`config.mk`:
```
export PLATFORM = sky130hd
export DESIGN_NAME = zbus_ctrl
export DESIGN_NICKNAME = d
export VERILOG_FILES = /design/src/rtl/zbus_pkg.sv /design/src/rtl/zbus_decode.sv /design/src/rtl/zbus_cfg_regs.sv /design/src/rtl/zbus_seq.sv /design/src/rtl/zbus_ctrl.sv
export SDC_FILE = /design/constraint.sdc
export NUM_CORES = 1
export LEC_CHECK = 0
export ABC_AREA = 1
export BUFFER_PORTS_ARGS = -buffer_cell sky130_fd_sc_hd__buf_2
export CAP_MARGIN = 30
export CORE_MARGIN = 3
export CORE_UTILIZATION = 50
export DETAILED_ROUTE_END_ITERATION = 7
export PLACE_DENSITY = 0.77
export SYNTH_ARGS = -nofsm -noshare
export SYNTH_HDL_FRONTEND = slang
export SYNTH_SLANG_ARGS = --single-unit
```
`constraint.sdc`:
```
create_clock -name clk_i -period 1.9 [get_ports clk_i]
set_input_delay 0.38 -clock clk_i [delete_from_list [all_inputs] [get_ports clk_i]]
set_output_delay 0.38 -clock clk_i [all_outputs]
set_load 0.05 [all_outputs]
```
`src/rtl/zbus_pkg.sv`:
```
package zbus_pkg;
  localparam int NZONE   = 4;
  localparam int ZIDX_W  = 2;
  localparam int CFG_W   = 8;
  localparam int CNT_W   = 4;
  localparam logic [ZIDX_W-1:0] IO_ZONE = 2'd3;

  typedef struct packed {
    logic       ipre;   // idle clock before a cycle entering this zone
    logic       fre;    // single-clock read strobe base
    logic       wide;   // full-width data
    logic [1:0] hold;   // extra cs clocks after strobe
    logic [2:0] wst;    // wait states added to strobe
  } zcfg_t;

  localparam zcfg_t CFG_RST = '{ipre: 1'b1, fre: 1'b0, wide: 1'b0,
                                hold: 2'b11, wst: 3'b111};

  typedef enum logic [1:0] {ST_IDLE, ST_GAP, ST_STRB, ST_HOLD} seq_st_e;
endpackage

```
`src/rtl/zbus_decode.sv`:
```
module zbus_decode
  import zbus_pkg::*;
#(
  parameter int ADDR_W = 16,
  parameter logic [ADDR_W-1:0] Z1_BASE = 16'h4000,
  parameter logic [ADDR_W-1:0] Z2_BASE = 16'h8000
) (
  input  logic              io_i,
  input  logic [ADDR_W-1:0] addr_i,
  output logic [ZIDX_W-1:0] zone_o
);
  always_comb begin
    if (io_i)                 zone_o = IO_ZONE;
    else if (addr_i < Z1_BASE) zone_o = 2'd0;
    else if (addr_i < Z2_BASE) zone_o = 2'd1;
    else                      zone_o = 2'd2;
  end
endmodule

```
`src/rtl/zbus_cfg_regs.sv`:
```
module zbus_cfg_regs
  import zbus_pkg::*;
(
  input  logic              clk_i,
  input  logic              rst_ni,
  input  logic              we_i,
  input  logic [ZIDX_W-1:0] wzone_i,
  input  zcfg_t             wdata_i,
  input  logic [ZIDX_W-1:0] rzone_i,
  output zcfg_t             rcfg_o
);
  zcfg_t cfg_q [NZONE];

  for (genvar z = 0; z < NZONE; z++) begin : g_zone
    always_ff @(posedge clk_i or negedge rst_ni) begin
      if (!rst_ni)                                   cfg_q[z] <= CFG_RST;
      else if (we_i && wzone_i == ZIDX_W'(z))        cfg_q[z] <= wdata_i;
    end
  end

  assign rcfg_o = cfg_q[rzone_i];
endmodule

```
`src/rtl/zbus_seq.sv`:
```
module zbus_seq
  import zbus_pkg::*;
#(
  parameter int ADDR_W   = 16,
  parameter int DATA_W   = 16,
  parameter int NARROW_W = 8
) (
  input  logic              clk_i,
  input  logic              rst_ni,
  input  logic              req_valid_i,
  input  logic              req_write_i,
  input  logic [ZIDX_W-1:0] req_zone_i,
  input  logic [ADDR_W-1:0] req_addr_i,
  input  logic [DATA_W-1:0] req_wdata_i,
  input  zcfg_t             zcfg_i,
  output logic              req_ready_o,
  output logic [DATA_W-1:0] req_rdata_o,
  output logic [ADDR_W-1:0] bus_addr_o,
  output logic [NZONE-1:0]  bus_cs_o,
  output logic              bus_rd_o,
  output logic              bus_wr_o,
  output logic [DATA_W-1:0] bus_wdata_o,
  output logic              bus_wdata_oe_o,
  output logic              bus_wide_o,
  input  logic [DATA_W-1:0] bus_rdata_i
);
  seq_st_e           st_q;
  zcfg_t             cur_cfg_q;
  logic [ZIDX_W-1:0] cur_zone_q, prev_zone_q;
  logic              prev_vld_q, wr_q, ready_q;
  logic [ADDR_W-1:0] addr_q;
  logic [DATA_W-1:0] wdata_q, rdata_q;
  logic [CNT_W-1:0]  cnt_q;

  logic             accept, need_gap, cs_act;
  logic [CNT_W-1:0] strb_last;
  logic [DATA_W-1:0] rd_fmt;

  assign accept   = (st_q == ST_IDLE) && req_valid_i && !ready_q;
  assign need_gap = prev_vld_q && (req_zone_i != prev_zone_q)
                    && (zcfg_i.ipre || req_zone_i == IO_ZONE);
  // strobe clocks minus one: base 1 for fast reads, else 2
  assign strb_last = CNT_W'(zcfg_i.wst) +
                     ((!req_write_i && zcfg_i.fre) ? CNT_W'(0) : CNT_W'(1));
  assign rd_fmt = cur_cfg_q.wide ? bus_rdata_i
                                 : {{(DATA_W-NARROW_W){1'b0}}, bus_rdata_i[NARROW_W-1:0]};

  always_ff @(posedge clk_i or negedge rst_ni) begin
    if (!rst_ni) begin
      st_q        <= ST_IDLE;
      cur_cfg_q   <= CFG_RST;
      cur_zone_q  <= '0;
      prev_zone_q <= '0;
      prev_vld_q  <= 1'b0;
      wr_q        <= 1'b0;
      ready_q     <= 1'b0;
      addr_q      <= '0;
      wdata_q     <= '0;
      rdata_q     <= '0;
      cnt_q       <= '0;
    end else begin
      ready_q <= 1'b0;
      unique case (st_q)
        ST_IDLE: if (accept) begin
          cur_cfg_q   <= zcfg_i;
          cur_zone_q  <= req_zone_i;
          prev_zone_q <= req_zone_i;
          prev_vld_q  <= 1'b1;
          wr_q        <= req_write_i;
          addr_q      <= req_addr_i;
          wdata_q     <= req_wdata_i;
          cnt_q       <= strb_last;
          st_q        <= need_gap ? ST_GAP : ST_STRB;
        end
        ST_GAP: st_q <= ST_STRB;
        ST_STRB: begin
          if (cnt_q == '0) begin
            if (!wr_q) rdata_q <= rd_fmt;
            ready_q <= 1'b1;
            if (cur_cfg_q.hold != '0) begin
              cnt_q <= CNT_W'(cur_cfg_q.hold) - CNT_W'(1);
              st_q  <= ST_HOLD;
            end else begin
              st_q  <= ST_IDLE;
            end
          end else begin
            cnt_q <= cnt_q - CNT_W'(1);
          end
        end
        ST_HOLD: begin
          if (cnt_q == '0) st_q <= ST_IDLE;
          else             cnt_q <= cnt_q - CNT_W'(1);
        end
        default: st_q <= ST_IDLE;
      endcase
    end
  end

  assign cs_act         = (st_q == ST_STRB) || (st_q == ST_HOLD);
  assign bus_cs_o       = cs_act ? (NZONE'(1) << cur_zone_q) : '0;
  assign bus_rd_o       = (st_q == ST_STRB) && !wr_q;
  assign bus_wr_o       = (st_q == ST_STRB) && wr_q;
  assign bus_wdata_oe_o = (st_q == ST_STRB) && wr_q;
  assign bus_wdata_o    = wdata_q;
  assign bus_addr_o     = addr_q;
  assign bus_wide_o     = cs_act && cur_cfg_q.wide;
  assign req_ready_o    = ready_q;
  assign req_rdata_o    = rdata_q;
endmodule

```
`src/rtl/zbus_ctrl.sv`:
```
module zbus_ctrl
  import zbus_pkg::*;
#(
  parameter int ADDR_W   = 16,
  parameter int DATA_W   = 16,
  parameter int NARROW_W = 8,
  parameter logic [ADDR_W-1:0] Z1_BASE = 16'h4000,
  parameter logic [ADDR_W-1:0] Z2_BASE = 16'h8000
) (
  input  logic              clk_i,
  input  logic              rst_ni,
  input  logic              cfg_we_i,
  input  logic [1:0]        cfg_zone_i,
  input  logic [7:0]        cfg_wdata_i,
  input  logic              req_valid_i,
  input  logic              req_write_i,
  input  logic              req_io_i,
  input  logic [ADDR_W-1:0] req_addr_i,
  input  logic [DATA_W-1:0] req_wdata_i,
  output logic              req_ready_o,
  output logic [DATA_W-1:0] req_rdata_o,
  output logic [ADDR_W-1:0] bus_addr_o,
  output logic [3:0]        bus_cs_o,
  output logic              bus_rd_o,
  output logic              bus_wr_o,
  output logic [DATA_W-1:0] bus_wdata_o,
  output logic              bus_wdata_oe_o,
  output logic              bus_wide_o,
  input  logic [DATA_W-1:0] bus_rdata_i
);
  logic [ZIDX_W-1:0] req_zone;
  zcfg_t             zcfg;

  zbus_decode #(.ADDR_W(ADDR_W), .Z1_BASE(Z1_BASE), .Z2_BASE(Z2_BASE)) u_dec (
    .io_i   (req_io_i),
    .addr_i (req_addr_i),
    .zone_o (req_zone)
  );

  zbus_cfg_regs u_cfg (
    .clk_i   (clk_i),
    .rst_ni  (rst_ni),
    .we_i    (cfg_we_i),
    .wzone_i (cfg_zone_i),
    .wdata_i (zcfg_t'(cfg_wdata_i)),
    .rzone_i (req_zone),
    .rcfg_o  (zcfg)
  );

  zbus_seq #(.ADDR_W(ADDR_W), .DATA_W(DATA_W), .NARROW_W(NARROW_W)) u_seq (
    .clk_i          (clk_i),
    .rst_ni         (rst_ni),
    .req_valid_i    (req_valid_i),
    .req_write_i    (req_write_i),
    .req_zone_i     (req_zone),
    .req_addr_i     (req_addr_i),
    .req_wdata_i    (req_wdata_i),
    .zcfg_i         (zcfg),
    .req_ready_o    (req_ready_o),
    .req_rdata_o    (req_rdata_o),
    .bus_addr_o     (bus_addr_o),
    .bus_cs_o       (bus_cs_o),
    .bus_rd_o       (bus_rd_o),
    .bus_wr_o       (bus_wr_o),
    .bus_wdata_o    (bus_wdata_o),
    .bus_wdata_oe_o (bus_wdata_oe_o),
    .bus_wide_o     (bus_wide_o),
    .bus_rdata_i    (bus_rdata_i)
  );
endmodule

```
==> implementation parameters <==
Parameter                              Value

Pwr
  Static leakage    2.81 nW
  VDD IR-drop max    0.948 mV
  Tot Pwr    0.00959 W
  P per Cell Area    1800 mW/mm^2

Worst setup path
  Crit-path leading delay family    flip-flops
  Launching instance or port of the critical path    u_seq.st_q[0]$_DFFE_PN0P_
  Worst r2r src    u_cfg.cfg_q[24]$_DFFE_PN1P_
  Critical R2R Capture    u_seq.cnt_q[1]$_DFFE_PN0P_
  Critical path cell sequence    nor2_4 -> inv_2 -> nor2_2 -> clkbuf_4
  Setup slack, reg-to-reg    0.13 ns
  Highest net fanout along the worst path    6
  Critical path type    flip-flop to primary output
  CP Depth    4
  CP Capture Type    primary output
  Worst path buffer plus inverter count    2
  Critical path arrival    1.42 ns
  Worst Path Required    1.52 ns
  Slowest cell on crit path    sky130_fd_sc_hd__dfrtp_2
  Largest stage delay on the critical path    0.47 ns
  Worst setup SP type    flip-flop
  R2R depth    11

Timing
  Clock skew after layout    0.0134 ns
  Transition time at the pin with the least slew margin    0.571 ns
  Time the final worst path needs with I/O delays and setup    1.80 ns
  Unrepaired setup endpoints after global routing    no
  Final TNS setup    0 ns
  Final hold vios    0
  Final period utilization    94.5%
  Number of endpoints failing setup at the final stage    0
  Max-slew headroom at the worst pin    61.8%
  Final Max Tran Viols    0
  Post-layout worst setup margin    0.104 ns
  Highest clock rate    557 MHz

Synthesis
  Post-Syn Area per Cell    9.30 sq um
  Area fraction of the dominant cell type after synthesis    39.5%
  Instance count of the mapped netlist    463
  Yosys Warn Count    0
  Number of synthesized register bits    94
  Synth cell types    27
  Top area cells in the synthesized netlist    sky130_fd_sc_hd__dfrtp_1 (40%), sky130_fd_sc_hd__dfstp_2 (16%), sky130_fd_sc_hd__nand2_1 (12%)
  Share of flip-flops with an asynchronous set or reset    100%
  Number of flops mapped to enable cells by yosys    0
  Post-Syn Nets    532
  Most used flip-flop cell after synthesis    sky130_fd_sc_hd__dfrtp_1
  Most area-hungry cell type in the Yosys netlist    sky130_fd_sc_hd__dfrtp_1
  Post-Synthesis Cell Area    0.00431 sq mm
  Sequential area share after synthesis    55.4%

Floorplan
  Die span in y    98.8 microns
  Top-level port count    121
  Floorplan die area    0.00976 sq mm
  Std-Cell Core Area    0.00830 sq mm
  Core Rows    33
  Floorplan die width    98.8 microns
  Starting Density    51.9%

Global route
  Vias in the first global route    3438
  Number of antenna violations at the first check in global routing    0
  First-pass GRT wire length    16200 microns
  Total routing usage reported by global routing    20.4%
  Final global-route overflow total    0
  Maximum number of pins on one net before global-route repair    47

Hold path
  Class of the tightest hold or removal check    input pin to flip-flop
  Worst Hold Endpoint    u_seq.req_rdata_o[5]$_DFFE_PN0P_
  Hold path cells    3
  Startpoint of the most critical hold path    bus_rdata_i[5]

Clocking
  Post-CTS setup buffer count    0
  Clock transition at the registers of the reported paths    0.11 ns
  Total clock buffers created by CTS    9
  Sinks on Clock Net    94
  Clock latency on the worst-skew pair    0.36 ns
  Clock root cell    sky130_fd_sc_hd__clkbuf_8
  Largest buffer count on any clock path    2
  H-Tree Level Count    3
  Clock tree from TritonCTS    yes

Drt
  Drt total wl    9730 microns
  Total via count in the routed design    3570
  Met3 WL    398 microns
  M1 WL    4220 microns
  Per-cell via count in the routed design    5.05
  Drt wl/cell    13.8 microns
  DRT antenna net count    0
  Top Metal Used    met4
  Number of design rule violations left after detail routing    0
  Met2 layer wire length in the routed design    4970 microns
  Violation count after the first detailed-route iteration    149
  Total iterations of the first detailed-routing run    5

Cells and area
  Fillcell total    705
  Total inserted antenna cells    0
  Area occupied by multi-input gates    0.00167 sq mm
  Footprint of the flip-flops and latches    0.00239 sq mm
  Share of layout cells above drive strength 1    38.2%
  Layout Cell Area excl Fill    0.00533 sq mm
  Core occupancy in the finished layout    64.2%
  Final net count    666
  Area overhead of the layout relative to synthesis    23.7%

Placed design
  Post-DP HPWL    7410 microns
  Global placer's final weighted congestion    0.912
  DP Area    0.00512 sq mm
  Count of input and output buffers    120
  Post-placement setup slack    -0.198 ns

Run
  Number of maximum-capacitance violations    0

Status
  Result of the run    completed
==> cells by family (layout without fill, tap and decap cells) <==
| kind of cell | after synthesis | count (layout) | share of synthesized area (%) |
|---|---|---|---|
| buffers and inverters | 58 | 197 | 6.31 |
| muxes | 30 | 30 | 7.85 |
| xor gates and xnor gates | 1 | 1 | 0.203 |
| AOI/OAI and AO/OA | 72 | 72 | 9.50 |
| adders and majority gates | 5 | 5 | 1.45 |
| DFF | 94 | 94 | 55.4 |
| and+or+nand+nor | 203 | 203 | 19.3 |
==> cell usage in the layout (no fill, tap or decap), types with 3 or more instances in the layout <==
cell | Yosys | routed
sky130_fd_sc_hd__a21oi_1 | 4 | 4
sky130_fd_sc_hd__inv_2 | 3 | 3
sky130_fd_sc_hd__nand2_4 | 1 | 3
sky130_fd_sc_hd__o22ai_1 | 4 | 4
sky130_fd_sc_hd__ha_1 | 5 | 5
sky130_fd_sc_hd__nor2_1 | 34 | 33
sky130_fd_sc_hd__buf_4 | 1 | 17
sky130_fd_sc_hd__nand3_1 | 16 | 16
sky130_fd_sc_hd__dfrtp_1 | 68 | 67
sky130_fd_sc_hd__buf_2 | 4 | 116
sky130_fd_sc_hd__o21ai_2 | 8 | 8
sky130_fd_sc_hd__o21ai_0 | 51 | 50
sky130_fd_sc_hd__dfstp_2 | 26 | 26
sky130_fd_sc_hd__buf_12 | 0 | 3
sky130_fd_sc_hd__inv_1 | 39 | 38
sky130_fd_sc_hd__nand3b_1 | 4 | 4
sky130_fd_sc_hd__inv_8 | 0 | 3
sky130_fd_sc_hd__nor3_1 | 5 | 5
sky130_fd_sc_hd__nand2_1 | 139 | 137
sky130_fd_sc_hd__mux2_2 | 30 | 30
sky130_fd_sc_hd__clkbuf_8 | 0 | 9
==> registers in the layout (all words and copies together), names as in the netlist, 2 cells and up <==
name	flops
u_cfg.cfg_q	32
u_seq.bus_addr_o	16
u_seq.bus_wdata_o	16
u_seq.req_rdata_o	16
u_seq.cnt_q	4
u_seq.cur_cfg_q	3
u_seq.cur_zone_q	2
u_seq.st_q	2
==> worst register-to-register path, stage by stage (launching register included) <==
cell	delay [ns]
sky130_fd_sc_hd__dfstp_2	0.54
sky130_fd_sc_hd__inv_1	0.04
sky130_fd_sc_hd__nand2_1	0.05
sky130_fd_sc_hd__o21ai_1	0.06
sky130_fd_sc_hd__a22o_1	0.18
sky130_fd_sc_hd__inv_1	0.05
sky130_fd_sc_hd__ha_1	0.15
sky130_fd_sc_hd__ha_1	0.23
sky130_fd_sc_hd__nand2_1	0.07
sky130_fd_sc_hd__o21ai_0	0.10
sky130_fd_sc_hd__nor2_1	0.11
sky130_fd_sc_hd__a22oi_1	0.08
==> synthesized netlist by cell type (2+ instances only) <==
master                       n
sky130_fd_sc_hd__nor2_4      2
sky130_fd_sc_hd__nor3_1      5
sky130_fd_sc_hd__buf_6       6
sky130_fd_sc_hd__o21a_1      2
sky130_fd_sc_hd__buf_2       4
sky130_fd_sc_hd__clkbuf_1    5
sky130_fd_sc_hd__o21ai_0    51
sky130_fd_sc_hd__o22ai_1     4
sky130_fd_sc_hd__nand2_1   139
sky130_fd_sc_hd__a21oi_1     4
sky130_fd_sc_hd__inv_2       3
sky130_fd_sc_hd__dfrtp_1    68
sky130_fd_sc_hd__dfstp_2    26
sky130_fd_sc_hd__nand3_1    16
sky130_fd_sc_hd__a22oi_1     2
sky130_fd_sc_hd__o21ai_2     8
sky130_fd_sc_hd__ha_1        5
sky130_fd_sc_hd__nand3b_1    4
sky130_fd_sc_hd__nor2_1     34
sky130_fd_sc_hd__inv_1      39
sky130_fd_sc_hd__mux2_2     30
==> final cells by class <==
class	count	share of cell area [%]
Clock buffer	9	2.33
Clock inverter	7	1.20
Inverter	42	3.01
Multi-Input combinational cell	311	31.3
Sequential cell	94	44.8
Tap cell	105	2.47
Timing Repair Buffer	139	14.9
==> worst max-delay path by stage <==
stage               slack [ns]                    endpoint
floorplan                -0.07                 bus_cs_o[0]
global placement          -0.1  u_seq.cnt_q[1]$_DFFE_PN0P_
detailed placement       -0.20  u_seq.cnt_q[1]$_DFFE_PN0P_
CTS                       0.02                    bus_rd_o
global route             0.006                    bus_wr_o
finish                    0.10                    bus_wr_o
==> repair_timing <==
| action | in CTS | in global routing |
|---|---|---|
| endpoints found under the setup margin | 0 | 4 |
| endpoints found under the hold margin | 27 | 0 |
| resized for setup | 0 | 5 |
| hold buffers | 1 | 0 |
==> report_power, final <==
group          switching [W]  total (W)  internal (W)
combinational        0.00363    0.00504       0.00141
sequential          0.000452    0.00328       0.00283
clock               0.000765    0.00127      0.000508
==> per-stage QoR <==
stage / hold WS [ns] / std cells
after CTS: 0.190 / 707
after global routing: 0.197 / 707
after floorplan: 0.0844 / 463
after detailed placement: 0.355 / 690
after global placement: 0.350 / 690
final: 0.203 / 707
==> layer usage <==
metal / global-route usage, % / up-vias
li1: - / 1755
met1: 27.7 / 1717
met2: 33.8 / 87
met3: 2.62 / 11
met4: 7.25 / 0
met5: 0 / -
Note: power is estimated with default switching activity, not from simulation.
